`src/rtl/gpio_regs_pkg.sv`:
```
`timescale 1ns/1ps
package gpio_regs_pkg;

  localparam int MAX_PORTS = 4;
  localparam int ADDR_W    = 7;

  typedef enum logic [3:0] {
    K_NONE, K_DATA, K_DIR, K_PINS,
    K_IEN, K_IMSK, K_ITYP, K_IPOL, K_ISTA, K_DEB, K_EOI
  } reg_kind_e;

  typedef struct packed {
    reg_kind_e   kind;
    logic [1:0]  port;
  } reg_sel_t;

  // Map a byte offset to a register kind and port number.
  function automatic reg_sel_t decode_offset(input logic [ADDR_W-1:0] byte_addr,
                                             input logic alt_map,
                                             input int unsigned nports);
    reg_sel_t    s;
    logic [4:0]  w;
    int unsigned grp;
    int unsigned slot;
    s.kind = K_NONE;
    s.port = '0;
    w      = byte_addr[ADDR_W-1:2];
    if (byte_addr[1:0] == 2'b00) begin
      if (w < 5'd12) begin
        grp    = int'(w) / 3;
        slot   = int'(w) % 3;
        s.port = grp[1:0];
        if (grp < nports) begin
          if (slot == 0)      s.kind = K_DATA;
          else if (slot == 1) s.kind = K_DIR;
        end
      end else if (w >= 5'd20 && w < 5'd24) begin
        grp    = int'(w) - 20;
        s.port = grp[1:0];
        if (grp < nports) s.kind = K_PINS;
      end else if (w == 5'd12) begin
        s.kind = K_IEN;
      end else if (w == 5'd18) begin
        s.kind = K_DEB;
      end else if (!alt_map) begin
        case (w)
          5'd13:   s.kind = K_IMSK;
          5'd14:   s.kind = K_ITYP;
          5'd15:   s.kind = K_IPOL;
          5'd16:   s.kind = K_ISTA;
          5'd19:   s.kind = K_EOI;
          default: s.kind = K_NONE;
        endcase
      end else begin
        case (w)
          5'd17:   s.kind = K_IMSK;
          5'd13:   s.kind = K_ITYP;
          5'd14:   s.kind = K_IPOL;
          5'd15:   s.kind = K_ISTA;
          5'd16:   s.kind = K_EOI;
          default: s.kind = K_NONE;
        endcase
      end
    end
    return s;
  endfunction

endpackage

```
`src/rtl/gpio_in_sync.sv`:
```
`timescale 1ns/1ps
module gpio_in_sync #(
  parameter int W = 32
) (
  input  logic         clk,
  input  logic         rst_n,
  input  logic [W-1:0] d_in,
  output logic [W-1:0] q_out
);

  logic [W-1:0] stage1_q;
  logic [W-1:0] stage2_q;

  always_ff @(posedge clk or negedge rst_n) begin
    if (!rst_n) begin
      stage1_q <= '0;
      stage2_q <= '0;
    end else begin
      stage1_q <= d_in;
      stage2_q <= stage1_q;
    end
  end

  assign q_out = stage2_q;

  // Cycles since reset, saturating, so the two-deep look-back stays in range.
  logic [1:0] age_q;
  always_ff @(posedge clk or negedge rst_n) begin
    if (!rst_n)             age_q <= '0;
    else if (age_q != 2'd3) age_q <= age_q + 2'd1;
  end

  assert_two_stage_R4: assert property (@(posedge clk) disable iff (!rst_n)
    (age_q == 2'd3) |-> (q_out == $past(d_in, 2)));

endmodule

```
`src/rtl/gpio_port_bank.sv`:
```
`timescale 1ns/1ps
module gpio_port_bank #(
  parameter int PW = 32
) (
  input  logic          clk,
  input  logic          rst_n,
  input  logic          wr_data_en,
  input  logic          wr_dir_en,
  input  logic [PW-1:0] wdata,
  output logic [PW-1:0] data_q,
  output logic [PW-1:0] dir_q
);

  always_ff @(posedge clk or negedge rst_n) begin
    if (!rst_n) begin
      data_q <= '0;
      dir_q  <= '0;
    end else begin
      if (wr_data_en) data_q <= wdata;
      if (wr_dir_en)  dir_q  <= wdata;
    end
  end

  assert_data_load_R2: assert property (@(posedge clk) disable iff (!rst_n)
    wr_data_en |=> (data_q == $past(wdata)));
  assert_data_hold_R10: assert property (@(posedge clk) disable iff (!rst_n)
    !wr_data_en |=> $stable(data_q));
  assert_dir_load_R3: assert property (@(posedge clk) disable iff (!rst_n)
    wr_dir_en |=> (dir_q == $past(wdata)));
  assert_dir_hold_R10: assert property (@(posedge clk) disable iff (!rst_n)
    !wr_dir_en |=> $stable(dir_q));

endmodule

```
`src/rtl/gpio_irq_cfg.sv`:
```
`timescale 1ns/1ps
module gpio_irq_cfg #(
  parameter int PW = 32
) (
  input  logic          clk,
  input  logic          rst_n,
  input  logic          wr_ien,
  input  logic          wr_imsk,
  input  logic          wr_ityp,
  input  logic          wr_ipol,
  input  logic          wr_deb,
  input  logic          wr_eoi,
  input  logic [PW-1:0] wdata,
  output logic [PW-1:0] en_q,
  output logic [PW-1:0] msk_q,
  output logic [PW-1:0] typ_q,
  output logic [PW-1:0] pol_q,
  output logic [PW-1:0] deb_q,
  output logic [PW-1:0] eoi_q
);

  always_ff @(posedge clk or negedge rst_n) begin
    if (!rst_n) begin
      en_q  <= '0;
      msk_q <= '0;
      typ_q <= '0;
      pol_q <= '0;
      deb_q <= '0;
      eoi_q <= '0;
    end else begin
      if (wr_ien)  en_q  <= wdata;
      if (wr_imsk) msk_q <= wdata;
      if (wr_ityp) typ_q <= wdata;
      if (wr_ipol) pol_q <= wdata;
      if (wr_deb)  deb_q <= wdata;
      eoi_q <= wr_eoi ? wdata : '0;
    end
  end

  wire cfg_wr_any = wr_ien | wr_imsk | wr_ityp | wr_ipol | wr_deb;

  assert_eoi_source_R7: assert property (@(posedge clk) disable iff (!rst_n)
    (eoi_q != '0) |-> $past(wr_eoi));
  assert_eoi_value_R7: assert property (@(posedge clk) disable iff (!rst_n)
    wr_eoi |=> (eoi_q == $past(wdata)));
  assert_cfg_hold_R10: assert property (@(posedge clk) disable iff (!rst_n)
    !cfg_wr_any |=> ($stable(en_q) && $stable(msk_q) && $stable(typ_q)
                     && $stable(pol_q) && $stable(deb_q)));
  assert_mask_load_R5: assert property (@(posedge clk) disable iff (!rst_n)
    wr_imsk |=> (msk_q == $past(wdata)));

endmodule

```
`src/rtl/gpio_mmio_regs.sv`:
```
`timescale 1ns/1ps
module gpio_mmio_regs
  import gpio_regs_pkg::*;
#(
  parameter int NPORTS = 4,
  parameter int PW     = 32
) (
  input  logic                 clk,
  input  logic                 rst_n,
  input  logic                 alt_map,
  input  logic                 psel,
  input  logic                 penable,
  input  logic                 pwrite,
  input  logic [ADDR_W-1:0]    paddr,
  input  logic [31:0]          pwdata,
  output logic [31:0]          prdata,
  input  logic [NPORTS*PW-1:0] pin_in,
  output logic [NPORTS*PW-1:0] pin_out,
  output logic [NPORTS*PW-1:0] pin_oe,
  output logic [PW-1:0]        pin_sync_a,
  input  logic [PW-1:0]        irq_status,
  output logic [PW-1:0]        irq_en,
  output logic [PW-1:0]        irq_mask,
  output logic [PW-1:0]        irq_type,
  output logic [PW-1:0]        irq_pol,
  output logic [PW-1:0]        deb_en,
  output logic [PW-1:0]        eoi_pulse
);

  localparam int BUS_W = NPORTS * PW;

  // Decode is shared by reads and writes; the strap acts immediately.
  reg_sel_t sel;
  assign sel = decode_offset(paddr, alt_map, NPORTS);

  wire            wr_fire = psel & penable & pwrite;
  wire [PW-1:0]   wword   = pwdata[PW-1:0];

  logic [MAX_PORTS-1:0] wr_data_v;
  logic [MAX_PORTS-1:0] wr_dir_v;
  logic wr_ien, wr_imsk, wr_ityp, wr_ipol, wr_deb, wr_eoi;

  always_comb begin
    wr_data_v = '0;
    wr_dir_v  = '0;
    if (wr_fire && sel.kind == K_DATA) wr_data_v[sel.port] = 1'b1;
    if (wr_fire && sel.kind == K_DIR)  wr_dir_v[sel.port]  = 1'b1;
    wr_ien  = wr_fire && (sel.kind == K_IEN);
    wr_imsk = wr_fire && (sel.kind == K_IMSK);
    wr_ityp = wr_fire && (sel.kind == K_ITYP);
    wr_ipol = wr_fire && (sel.kind == K_IPOL);
    wr_deb  = wr_fire && (sel.kind == K_DEB);
    wr_eoi  = wr_fire && (sel.kind == K_EOI);
  end

  logic [BUS_W-1:0] pins_sync;

  gpio_in_sync #(.W(BUS_W)) u_sync (
    .clk   (clk),
    .rst_n (rst_n),
    .d_in  (pin_in),
    .q_out (pins_sync)
  );

  logic [PW-1:0] data_arr [MAX_PORTS];
  logic [PW-1:0] dir_arr  [MAX_PORTS];
  logic [PW-1:0] pins_arr [MAX_PORTS];

  for (genvar gp = 0; gp < MAX_PORTS; gp++) begin : g_port
    if (gp < NPORTS) begin : g_on
      gpio_port_bank #(.PW(PW)) u_bank (
        .clk        (clk),
        .rst_n      (rst_n),
        .wr_data_en (wr_data_v[gp]),
        .wr_dir_en  (wr_dir_v[gp]),
        .wdata      (wword),
        .data_q     (data_arr[gp]),
        .dir_q      (dir_arr[gp])
      );
      assign pin_out[gp*PW +: PW] = data_arr[gp];
      assign pin_oe[gp*PW +: PW]  = dir_arr[gp];
      assign pins_arr[gp]         = pins_sync[gp*PW +: PW];
    end else begin : g_off
      assign data_arr[gp] = '0;
      assign dir_arr[gp]  = '0;
      assign pins_arr[gp] = '0;
    end
  end

  assign pin_sync_a = pins_arr[0];

  gpio_irq_cfg #(.PW(PW)) u_irq_cfg (
    .clk     (clk),
    .rst_n   (rst_n),
    .wr_ien  (wr_ien),
    .wr_imsk (wr_imsk),
    .wr_ityp (wr_ityp),
    .wr_ipol (wr_ipol),
    .wr_deb  (wr_deb),
    .wr_eoi  (wr_eoi),
    .wdata   (wword),
    .en_q    (irq_en),
    .msk_q   (irq_mask),
    .typ_q   (irq_type),
    .pol_q   (irq_pol),
    .deb_q   (deb_en),
    .eoi_q   (eoi_pulse)
  );

  logic [PW-1:0] rd_word;

  always_comb begin
    case (sel.kind)
      K_DATA:  rd_word = data_arr[sel.port];
      K_DIR:   rd_word = dir_arr[sel.port];
      K_PINS:  rd_word = pins_arr[sel.port];
      K_IEN:   rd_word = irq_en;
      K_IMSK:  rd_word = irq_mask;
      K_ITYP:  rd_word = irq_type;
      K_IPOL:  rd_word = irq_pol;
      K_ISTA:  rd_word = irq_status;
      K_DEB:   rd_word = deb_en;
      default: rd_word = '0;
    endcase
  end

  assign prdata = psel ? 32'(rd_word) : 32'd0;

  wire [2*MAX_PORTS+5:0] wr_strobes = {wr_data_v, wr_dir_v, wr_ien, wr_imsk,
                                       wr_ityp, wr_ipol, wr_deb, wr_eoi};

  assert_one_target_R10: assert property (@(posedge clk) disable iff (!rst_n)
    $onehot0(wr_strobes));
  assert_unmapped_zero_R8: assert property (@(posedge clk) disable iff (!rst_n)
    (psel && sel.kind == K_NONE) |-> (prdata == 32'd0));
  assert_no_write_setup_R10: assert property (@(posedge clk) disable iff (!rst_n)
    (psel && !penable) |=> ($stable(pin_out) && $stable(pin_oe) && $stable(irq_en)
                            && $stable(irq_mask) && $stable(deb_en)));

endmodule

```
`config.mk`:
```
export PLATFORM = sky130hd
export DESIGN_NAME = gpio_mmio_regs
export DESIGN_NICKNAME = d
export VERILOG_FILES = /design/src/rtl/gpio_regs_pkg.sv /design/src/rtl/gpio_in_sync.sv /design/src/rtl/gpio_port_bank.sv /design/src/rtl/gpio_irq_cfg.sv /design/src/rtl/gpio_mmio_regs.sv
export SDC_FILE = /design/constraint.sdc
export NUM_CORES = 1
export LEC_CHECK = 0
export BUFFER_PORTS_ARGS = -buffer_cell sky130_fd_sc_hd__buf_2
export CAP_MARGIN = 20
export CORE_AREA = 3 3 282 284
export DETAILED_ROUTE_END_ITERATION = 16
export DIE_AREA = 0 0 285 287
export PLACE_DENSITY_LB_ADDON = 0.25
export SLEW_MARGIN = 30
export SYNTH_ARGS = -nofsm -noshare
export SYNTH_HDL_FRONTEND = slang
export SYNTH_SLANG_ARGS = --single-unit
```
`constraint.sdc`:
```
create_clock -name clk -period 8.98 [get_ports clk]
set_input_delay 1.796 -clock clk [delete_from_list [all_inputs] [get_ports clk]]
set_output_delay 1.796 -clock clk [all_outputs]
set_load 0.1 [all_outputs]
```
* Word-level counts from Yosys, hierarchy flattened
Index checks and enable logic that the tools add are counted.
** Word-level totals
- Bits in registers :: 704
- Latch bits :: 0
- Memory bits (writable) :: 0
- Memory bits (read-only) :: 0
- Input port bits :: 205
- Output and inout port bits :: 512
- Logic and storage cells :: 90
- Memories :: 0
** Cells by class
- $add $sub $neg :: 1
- Multiply operators :: 0
- Div/mod/pow operators :: 2
- Order comparisons :: 8
- Equality and inequality tests :: 19
- Shift-type cells :: 0
- Mux-type cells :: 29
- Bitwise gates (word level) :: 3
- Reduce and logical (&&, ||, !) cells :: 12
** Operator list (number)
- one-hot mux 32 bit (9 select lines) :: 1
- 2-to-1 mux 32 bit :: 8
- binary-select mux 32 bit (select 2 bit) :: 3
- < comparator 32 x 3 -> 1 bit, second input constant :: 2
- one-hot mux 4 bit (5 select lines) :: 2
- divider 6 x 3 -> 32 bit, second input constant :: 1
- equality test 32 x 1 -> 1 bit, second input constant :: 1
- zero test 32 bit :: 1
- modulo 6 x 3 -> 32 bit, second input constant :: 1
- 2-to-1 mux 4 bit :: 6
- equality test 5 x 4 -> 1 bit, second input constant :: 4
- equality test 5 bit, second input constant :: 4
- equality test 4 x 3 -> 1 bit, second input constant :: 4
- equality test 4 bit, second input constant :: 3
- 2-to-1 mux 6 bit :: 2
- logical AND 1 bit :: 10
- 2-to-1 mux 2 bit :: 5
- equality test 4 x 2 -> 1 bit, second input constant :: 2
- subtractor 5 x 5 -> 6 bit, second input constant :: 1
- >= comparator 5 bit, second input constant :: 1
- < comparator 5 x 4 -> 1 bit, second input constant :: 1
- < comparator 5 bit, second input constant :: 1
- equality test 4 x 1 -> 1 bit, second input constant :: 1
- >= comparator 3 bit, second input constant :: 1
- 7 further kinds :: 8

* Longest topological paths before layout
Gate-level depths: netlist (run 1).
- Word-level depth :: 14
- Depth in mapped cells :: 29
- Depth with buffers taken out :: 20

* Modules after synthesis
A second synthesis (run 1) with hierarchy kept.
** Second synthesis, totals
- Cell total of the unflattened synthesis :: 2261
- Area, all modules :: 30737.0 µm²
** Modules (own cells, without submodules)
- gpio_port_bank :: times used 4, cells each 136, area an instance 2690.1 µm², sequential area each 1601.5 µm²
- gpio_irq_cfg :: times used 1, cells each 407, area an instance 7737.4 µm², sequential area each 4804.6 µm²
- gpio_in_sync :: times used 1, cells each 256, area an instance 6406.1 µm², sequential area each 6406.1 µm²
- gpio_mmio_regs :: times used 1, cells each 1054, area an instance 5833.1 µm², sequential area each 0.0 µm²

* Worst setup path after synthesis (run 1)
No wires, ideal clock.
- Path kind :: in2out
- From :: in paddr[5]
- To :: out prdata[28]
- Data arrival time :: 7.800 ns
- Required time :: 7.184 ns
- Path slack :: -0.616 ns
- Stages :: 28
- Buffers on the path :: 8
- Cell sequence :: buf_2 -> buf_2 -> clkbuf_1 -> ha_1 -> buf_2 -> nor2b_1 -> o21ai_0 -> a21o_1 -> ha_1 -> clkbuf_1 -> nand3b_1 -> a21oi_1 -> nor3_1 -> o21bai_1 -> inv_1 -> ha_1 -> inv_1 -> o21ai_0 -> a221oi_2 -> mux2i_1 -> a211o_1 -> or2_4 -> buf_6 -> and3_1 -> buf_2 -> clkbuf_1 -> nand3_1 -> a31oi_1
** Between the ends
- Longest elaborated chain between the ends :: 11
- Elaborated cells on any way between the ends :: 53
- Classes of those cells :: 1 x add/sub; 2 x div; 5 x order compare; 18 x eq/ne; 24 x mux; 1 x bitwise; 2 x reduce/logical
** RTL lines
- start: declaration :: RTL line gpio_mmio_regs.sv:14 : input logic [ADDR_W-1:0] paddr,
- branches (longest 6 deep; another with divider 6 x 3 -> 32 bit)
- 2-to-1 mux 6 bit * :: RTL line gpio_regs_pkg.sv:29 : if (w < 5'd12) begin
- 2-to-1 mux 6 bit * :: RTL line gpio_regs_pkg.sv:28 : if (byte_addr[1:0] == 2'b00) begin
- equality test 4 bit (tied with other cells) :: RTL line gpio_mmio_regs.sv:113 : case (sel.kind)
- one-hot mux 32 bit (9 select lines) * :: RTL line gpio_mmio_regs.sv:113
- 2-to-1 mux 32 bit * :: RTL line gpio_mmio_regs.sv:127 : assign prdata = psel ? 32'(rd_word) : 32'd0;
- end: declaration :: RTL line gpio_mmio_regs.sv:16 : output logic [31:0] prdata,
Mark *: on every way between the ends. The select of a mux whose other input is x is not followed.

* Worst setup path after layout (run 1)
- From :: in paddr[5]
- To :: out prdata[22]
Same word-level chain as after synthesis.

==> metrics.txt, run 1 <==
status=completed; Seq. cell area=0.0176 mm2; htree depth=3; hold_buf cts=0; RSZ-0062 raised after global routing=no; max-slew violation count=0; worst skew pair latency=0.62 ns; Register-to-Register Path Depth=1; Post-synth EDFFs=0; Critical Path AT=6.86 ns; PwrDens=approximately 210 mW/mm2; FMAX=roughly 120 MHz; total track usage=29.7%; DP Wirelength=88600 um; Max transition margin=38.8%; grt ovf=0; WL/cell=29.9 um; synth warn=0; most instantiated library cell after synthesis=dfrtp_1; register area share after synthesis=60.5%; number of CTS-inserted buffers=78; Leak=0.0190 uW; Final setup viols=0; via count=23000; worst vdd ir=between 0.1 and 0.15 mV; Synth cell types=73; first-pass GRT wire length=175000 um; final period utilization=96.4%; CP Buf/Inv Count=7; Tmin final=8.66 ns; CTS tree=done; Die Ht=287 um; Die Span X=about 290 um; multi-input logic area=approximately 0.011 mm2; worst path required time=7.18 ns; Mapped Area=around 0.029 mm2; Max stage delay on crit path=0.52 ns; Critical Setup Path Class=input pin to output port; Hold Path Stages=0; share of layout cells above drive strength 1=a little under half; Hold WC Path Type=flop to flop; Setup TNS=0 ns; Max-Cap Viols=0; register bit total from synthesis=704; CP max stage cell=or3_1; synth cell count leaders=dfrtp_1, nand2_1, mux2_2, nand3_1, clkbuf_1; Layout fillers=between 7000 and 8000; initial antenna violation count=21; design area=0.0374 mm2; die area=0.0818 mm2; Port Buffers=716; IO Count=717; Initial Util=37.7%; worst-margin pin slew=between 0.9 and 1 ns; clock tree buffer depth=3; Worst Setup End Kind=output port; Worst path depth=25; Routed WL=124000 um; top cells by area, synth=dfrtp_1, mux2_2, nand2_1; ys async rst share=100%; clk slew on worst S/H paths=0.06 ns; DRC=0; ys flop type=dfrtp_1; drt via density=approximately 5.5; Initial DRC Count=1730; Total Nets Final=between 3000 and 4000; skew final=0.0176 ns; startpoint types=input pin; Avg Inst Size Synth=12.3 um2; Final Hold Vio Count=0; Crit Path Max Fanout=16; vias in the first global route=23500; total iterations of the first detailed-routing run=8; Post-Syn Nets=2569; antenna viol nets, final=0; largest net degree at the start of global routing=185; clk root buf=clkbuf_16; cell row count=102; sink count of the clock tree=704; critical path's top delay family=compound AO/OA/AOI/OAI gates; Gate Count Post-Synth=2360; placed cell area=0.0345 mm2; Yosys top cell area share=slightly above 60%; global placement routability congestion=0.907; leading area contributor after synthesis=dfrtp_1; Core ar.=0.0773 mm2; Area Overhead vs Synth=28.5%
## per-layer routing
| layer | GRT usage, % | routed length (um) | vias to the layer above | share of wire (%) |
|---|---|---|---|---|
| met4 | 13.1 | 6030 | 10 | 4.9 |
| met1 | 39.3 | 50800 | 11900 | 41 |
| met3 | 6.65 | 9700 | 262 | 7.8 |
| li1 | - | - | 9685 | - |
| met5 | 0 | 69 | - | 0.056 |
| met2 | 46.9 | 57600 | 1135 | 46 |
## placed cells by master, fill, tap and decap left out, drive strengths merged, types with 13 or more instances in the layout
cell type and instances:
o21ai 15, clkbuf 111, mux2i 32, a221oi 16
inv 13, a31oi 42, clkinv 16, nand2 384
and3 24, a21oi 83, a22oi 27, buf 819
mux2 421, and2 36, a222oi 17, nand3 122
dfrtp 704, nor2 30, nor3 21
## layout make-up
| cell class | count | area share, % |
|---|---|---|
| diodes | 12 | 0.0802 |
| clock buffers | 111 | 6.11 |
| clock inverters | 33 | 1.32 |
| inverters | 8 | 0.0802 |
| multi-input cells | 1427 | 28.5 |
| flip-flops and latches | 704 | 47.1 |
| well taps | 1040 | 3.48 |
| repair buffers | 819 | 13.4 |
## metrics by stage
step / hold WS (ns) / util (%) / cells / setup slack [ns] / total power (uW)
final: 0.343 / 48.4 / 4154 / 0.324 / 8030
after global routing: 0.347 / 48.4 / 4150 / 0.0239 / 8290
after CTS: 0.345 / 48.3 / 4135 / 0.280 / 8090
after detailed placement: 0.335 / 44.7 / 3991 / 0.283 / 4670
after global placement: 0.331 / 44.7 / 3991 / 0.304 / 4660
after floorplan: 0.331 / - / 2360 / 0.0330 / 4270
## final timing paths
check	to	startpoint	slack, ns
worst max-delay path	prdata[22]	paddr[5]	0.32
worst min-delay path	u_sync.q_out[4]	u_sync.stage1_q[4]	0.34
worst max register to register	u_irq_cfg.pol_q[30]	u_irq_cfg.pol_q[30]	8.11
worst min register to register	u_sync.q_out[4]	u_sync.stage1_q[4]	0.34
max in group asynchronous	u_irq_cfg.pol_q[6]	rst_n	5.82
min in group asynchronous	g_port[0].g_on.u_bank.dir_q[24]	rst_n	1.19
## logic make-up after synthesis
group                      count (synthesis)  synth area share [%]
muxes                                    453                  17.4
xor gates and xnor gates                   2                0.0601
AOI/OAI and AO/OA                        313                  7.70
and+or+nand+nor                          655                  10.3
DFF                                      704                  60.5
adders and majority gates                  4                 0.172
buffers and inverters                    229                  3.94
## state kept, by name, summed over array words and instances, names as in the netlist
name / count
u_irq_cfg.pol_q: 32
u_irq_cfg.typ_q: 32
u_sync.stage1_q: 128
g_port.g_on.u_bank.dir_q: 128
u_irq_cfg.deb_q: 32
u_sync.q_out: 128
u_irq_cfg.en_q: 32
g_port.g_on.u_bank.data_q: 128
u_irq_cfg.eoi_q: 32
u_irq_cfg.msk_q: 32
## report_power, final
group / switching (uW) / total [uW] / internal [uW]
registers: 83.2 / 3380 / 3300
logic: 995 / 1240 / 243
clock network: 1380 / 3410 / 2030
total: 2460 / 8030 / 5580
## what timing repair did
action / CTS / global route
resized for setup: 0 / 5
endpoints found under the setup margin: 0 / 11
buffers inserted: 0 / 6
Note: power is estimated with default switching activity, not from simulation.
==> inputs of run 2 (changes only) <==
--- a/config.mk
+++ b/config.mk
@@ -9,5 +9,6 @@
 export CAP_MARGIN = 20
-export CORE_AREA = 3 3 282 284
+export CORE_AREA = 3 3 279 281
+export CTS_BUF_LIST = sky130_fd_sc_hd__clkbuf_8
 export DETAILED_ROUTE_END_ITERATION = 16
-export DIE_AREA = 0 0 285 287
+export DIE_AREA = 0 0 282 284
 export PLACE_DENSITY_LB_ADDON = 0.25
--- a/constraint.sdc
+++ b/constraint.sdc
@@ -3,2 +3,2 @@
 set_output_delay 1.796 -clock clk [all_outputs]
-set_load 0.1 [all_outputs]
+set_load 0.005 [all_outputs]
==> run 2 against run 1 <==
Effect of this change: flip-flop and latch count unchanged; total power down 13%; via count up 1.7%; cell area down 2.8%; clock skew up 0.020 ns; register-to-register slack worse by 0.08 ns; sequential share of layout area up 1.3 points; non-clock buffer count down 7; utilization down 0.32 points.
==> metrics.txt, run 2 (same netlist as run 1, synthesis figures left out) <==
status=completed; Max-Cap Viols=0 (unchanged); Initial Util=38.5% (+0.82 points); Setup TNS=0 ns (unchanged); PwrDens=192 mW/mm2 (-10%); grt ovf=0 (unchanged); share of power burned in registers=48.4% (+6.3 points); Critical Path AT=6.87 ns (about the same); clk slew on worst S/H paths=0.06 ns (about the same); pre-CTS setup slack=0.359 ns (+0.0766 ns); via count=23400 (+1.7%); Comb pwr share=9.4% (-6.0 points); skew final=0.0376 ns (+0.0200 ns); worst skew pair latency=0.76 ns (+0.14 ns); number of CTS-inserted buffers=118 (+51%); IO Count=717 (unchanged); Max transition margin=36.1% (-2.7 points); Net Sw Frac=26.8% (-3.8 points); Post-CTS Setup Bufs=0 (unchanged); CTS tree=done; worst vdd ir=0.142 mV (+1.4%); Final setup viols=0 (unchanged); max-slew violation count=0 (unchanged); Total Nets Final=3280 (+1.0%); clk root buf=clkbuf_8; first-pass GRT wire length=178000 um (+1.6%); sink count of the clock tree=704 (unchanged); final period utilization=96.5% (+0.12 points); Initial DRC Count=1976 (+14%); antenna viol nets, final=0 (unchanged); DRC=0 (unchanged); Clk pwr share=42.1% (-0.4 points); die area=0.0801 mm2 (-2.1%); Seq. cell area=0.0176 mm2 (unchanged); initial antenna violation count=13 (-38%); total iterations of the first detailed-routing run=6 (-2); Layout fillers=6972 (-1.1%); Core ar.=0.0757 mm2 (-2.1%); Final Worst Setup Slack=0.313 ns (-0.0109 ns); Die Ht=284 um (-1.0%); FMAX=115 MHz (-0.13%); Switching Power=1880 uW (-24%); total track usage=31.0% (+1.4 points); Die Span X=282 um (-1.1%); Worst Setup End Kind=output port; WL/cell=30.6 um (+2.4%); Hold Path Stages=0 (unchanged); total power=7000 uW (-13%); Routed WL=127000 um (+2.1%); worst-margin pin slew=0.959 ns (+0.0406 ns); clock tree buffer depth=3 (unchanged); Final Util=48.1% (-0.32 points); share of layout cells above drive strength 1=44.6% (-0.50 points); Final Hold Vio Count=0 (unchanged); global placement routability congestion=0.931 (+2.6%); htree depth=3 (unchanged); Tmin final=8.67 ns (+0.0109 ns); cell row count=101 (-0.98%); multi-input logic area=0.0105 mm2 (-1.4%); hold_buf cts=0 (unchanged); internal power=5120 uW (-8.1%); RSZ-0062 raised after global routing=no; worst path required time=7.18 ns (about the same); Port Buffers=716 (unchanged); drt via density=5.64 (+1.9%); vias in the first global route=24000 (+2.3%); commonest cells after routing, fill and taps aside=buf_2, dfrtp_1, nand2_1, mux2_2, clkbuf_8; PostCTS Resize Cnt=0 (unchanged); DP Wirelength=90900 um (+2.5%); Area Overhead vs Synth=25.0%; largest net degree at the start of global routing=190 (+2.7%); Leak=0.0190 uW (-0.28%); startpoint types=input pin; commonest non-fill, non-tap cell in the layout=buf_2; Hold WC Path Type=flop to flop; Critical Setup Path Class=input pin to output port; Register-to-Register Path Depth=1 (unchanged); Crit Path Max Fanout=10 (-6)
run 2: cell count changes in the layout (fill, tap and decap cells not counted), moves of 13 or more:
cell       previous run  this run
a31oi_1              22        42
a31oi_2              20         0
buf_12               44        13
buf_2               683       715
clkbuf_1             13         0
clkbuf_16            79         0
clkbuf_8             19       148
inv_1                 8        42
run 2: layout make-up:
cell class,count,share of cell area [%]
antenna,8,0.0550
clock buffer,148,5.60
clock inverter,60,1.16
inverter,8,0.0825
multi-input combinational,1427,28.9
sequential,704,48.4
tap,978,3.36
timing repair buffer,812,12.5
run 2: power groups by stage:
stage	logic, uW	clock network [uW]	registers, uW
global route	711	3160	3400
floorplan	276	0	3420
CTS	655	3010	3390
finish	661	2950	3390
detailed placement	653	0	3440
global placement	648	0	3440
run 2: worst paths after layout:
path / from / endpoint / slack (ns)
setup / recovery: paddr[6] / prdata[15] / 0.31
hold / removal: u_sync.stage1_q[113] / u_sync.q_out[113] / 0.33
setup reg to reg: u_irq_cfg.pol_q[31] / u_irq_cfg.pol_q[31] / 8.03
hold reg to reg: u_sync.stage1_q[113] / u_sync.q_out[113] / 0.33
max in group asynchronous: rst_n / u_sync.stage1_q[5] / 6.28
min in group asynchronous: rst_n / g_port[1].g_on.u_bank.data_q[24] / 0.94
run 2: per-stage QoR:
step / hold slack [ns] / area, um2 / cells
2_1_floorplan: 0.331 / 29100 / 2360
3_3_place_gp: 0.331 / 33800 / 3926
3_5_place_dp: 0.335 / 33800 / 3926
4_1_cts: 0.325 / 36300 / 4134
5_1_grt: 0.340 / 36400 / 4144
6_report: 0.330 / 36400 / 4145
run 2: worst max-delay path, cell delays in order:
cell and delay [ns]:
buf_2 0.10, ha_1 0.36, nor2b_1 0.21, o21ai_0 0.12, a21o_1 0.27, ha_1 0.20
nand3b_1 0.15, a21oi_1 0.19, nor3_1 0.09, o21bai_1 0.21, inv_1 0.07, ha_1 0.23
inv_1 0.09, o21ai_0 0.09, a221oi_2 0.37, mux2i_1 0.24, a211o_1 0.40, o21a_2 0.46
buf_4 0.29, nor3_1 0.07, a2111oi_0 0.51, a31oi_1 0.17, buf_2 0.17
run 2: layer usage:
metal  GRT usage, %  wire [um]
met1           40.8      51200
met3           8.52      11900
met5              0         13
met2           47.7      57700
met4           14.0       6040
==> inputs of run 3 (changes only) <==
CELL_PAD_IN_SITES_DETAIL_PLACEMENT = 1   (was unset)
CELL_PAD_IN_SITES_GLOBAL_PLACEMENT = 2   (was unset)
CORE_AREA = unset   (was 3 3 279 281)
CORE_MARGIN = 3   (was unset)
CORE_UTILIZATION = 36   (was unset)
DIE_AREA = unset   (was 0 0 282 284)
clock period = 8.48 ns   (was 8.98 ns; I/O delays follow)
==> run 3 against run 2 <==
Effect of this change: cell area up 0.71%; clock skew rose by 0.0069 ns; non-clock buffer count is 1 higher; sequential share of layout area down 0.34 points; combinational power up 9.1%; clock power increased by 11%; utilization shrank 2.0 points; global-route usage decreased by 0.15 points; critical path type unchanged; largest cell class unchanged.
==> metrics.txt, run 3 (same netlist as run 1, synthesis figures left out) <==
via count=23200 (-0.73%); worst skew pair latency=0.78 ns (+0.02 ns); total power=7580 uW (+8.3%); Max transition margin=35.8% (-0.27 points); Critical Path AT=6.53 ns (-0.34 ns); PwrDens=207 mW/mm2 (+7.6%); Crit Path Max Fanout=13 (+3); IO Count=717 (unchanged); CP Buf/Inv Count=7 (+2); drt via density=5.48 (-2.8%); placed cell area=0.0339 mm2 (+0.17%); share of layout cells above drive strength 1=45.1% (+0.53 points); worst-margin pin slew=0.963 ns (+0.00398 ns); first-pass GRT wire length=188000 um (+5.7%); htree depth=3 (unchanged); DRC=0 (unchanged); Core ar.=0.0795 mm2 (+5.0%); clk root buf=clkbuf_8; pre-CTS setup slack=0.0567 ns (-0.303 ns); Final Worst Setup Slack=0.253 ns (-0.0595 ns); antenna viol nets, final=0 (unchanged); Area Overhead vs Synth=25.9%; DP Wirelength=96000 um (+5.6%); placed cells=3999 (+1.9%); critical path's top delay family=compound AO/OA/AOI/OAI gates; CP max stage cell=ha_2; clock tree buffer depth=3 (unchanged); design area=0.0367 mm2 (+0.71%); Leak=0.0190 uW (+0.37%); commonest non-fill, non-tap cell in the layout=buf_2; cell row count=103 (+2.0%); WL/cell=31.6 um (+3.3%); hold_buf cts=0 (unchanged); total track usage=30.9% (-0.15 points); Initial Util=36.6% (-1.8 points); vias in the first global route=24700 (+2.7%); Worst Setup End Kind=output port; status=completed; Non-Filler Instances=4232 (+2.1%); Total Nets Final=3284 (+0.12%); grt ovf=0 (unchanged); Die Ht=290 um (+2.3%); Tmin final=8.23 ns; critical path's most frequent cell=buf_4; Critical Path, Cell by Cell=buf_2 -> ha_2 -> nand4b_1 -> o21ai_0 -> a21o_1 -> ha_1 -> buf_4 -> nor2_1 -> nor3_1 -> o21bai_1 -> inv_1 -> ha_1 -> inv_1 -> o21ai_0 -> a221oi_2 -> buf_4 -> and3_1 -> or3_1 -> or2_4 -> and3_1 -> buf_4 -> a32oi_1 -> a31oi_2 -> buf_2; clk slew on worst S/H paths=0.07 ns (about the same); Final setup viols=0 (unchanged); worst path required time=6.78 ns (-0.40 ns); Die Span X=290 um (+3.0%); die area=0.0844 mm2 (+5.3%); FMAX=between 100 and 150 MHz; Max-Cap Viols=0 (unchanged); worst vdd ir=0.140 mV (-1.6%); Port Buffers=716 (unchanged); CTS tree=done; Max stage delay on crit path=0.37 ns (-0.14 ns); Final Util=46.1% (-2.0 points); max-slew violation count=0 (unchanged); initial antenna violation count=10 (-3); sink count of the clock tree=704 (unchanged); Routed WL=134000 um (+5.4%); global placement routability congestion=0.890 (-4.4%); skew final=0.0446 ns (+0.00695 ns); Hold WC Path Type=flop to flop; commonest cells after routing, fill and taps aside=buf_2, dfrtp_1, nand2_1, mux2_2, clkbuf_8; largest net degree at the start of global routing=195 (+2.6%); Final Hold Vio Count=0 (unchanged); startpoint types=input pin; final period utilization=97.0%; number of CTS-inserted buffers=121 (+2.5%); Critical Setup Path Class=input pin to output port; total iterations of the first detailed-routing run=5 (-1); Initial DRC Count=1653 (-16%)
==> run 3: cell types whose count changed in the layout (fill, tap and decap cells not counted), moves of 3 or more <==
cell	before	now
buf_12	13	9
and3_2	7	4
a31oi_1	42	38
a31oi_2	0	4
buf_4	79	83
clkinv_2	14	20
clkbuf_8	148	157
==> run 3: power by group <==
| part | switching [uW] | leakage, uW | internal [uW] |
|---|---|---|---|
| Clock | 1500 | 0.00149 | 1770 |
| Combinational | 467 | 0.00836 | 254 |
| Sequential | 90.9 | 0.00920 | 3500 |
==> run 3: final cells by class <==
class	instances	area [um2]
antenna	7	17.5
fill	8639	42900
timing repair buffer	813	4470
tap	1050	1310
multi-input combinational	1427	10600
inverter	8	30.0
clock inverter	66	462
clock buffer	157	2160
sequential	704	17600
==> run 3: what timing repair did <==
action | CTS | global route
setup endpoints to repair | 0 | 32
setup buffers | 0 | 1
gates resized for setup | 0 | 15
==> run 3: per-stage QoR <==
stage	setup TNS, ns	hold slack, ns
floorplan	0	0.331
global placement	0	0.331
detailed placement	0	0.336
CTS	0	0.345
global route	-0.0525	0.347
finish	0	0.344
==> run 3: worst paths after layout <==
path | from | end | slack (ns) | cells past startpoint
worst max register to register | u_irq_cfg.pol_q[19] | u_irq_cfg.pol_q[19] | 7.56 | 1
worst min register to register | u_sync.stage1_q[20] | u_sync.q_out[20] | 0.34 | 0
max in group asynchronous | rst_n | u_sync.q_out[75] | 5.95 | 3
worst min-delay path | u_sync.stage1_q[20] | u_sync.q_out[20] | 0.34 | 0
worst max-delay path | paddr[5] | prdata[30] | 0.25 | 24
min in group asynchronous | rst_n | u_irq_cfg.eoi_q[12] | 0.99 | 1
==> run 3: per-layer routing <==
layer | share of wire [%] | GRT usage (%) | up-vias
met4 | 3.5 | 10.6 | 2
met1 | 41 | 40.0 | 12200
li1 | - | - | 9767
met5 | 0.0097 | 0 | -
met3 | 7.7 | 8.05 | 220
met2 | 47 | 50.3 | 1012
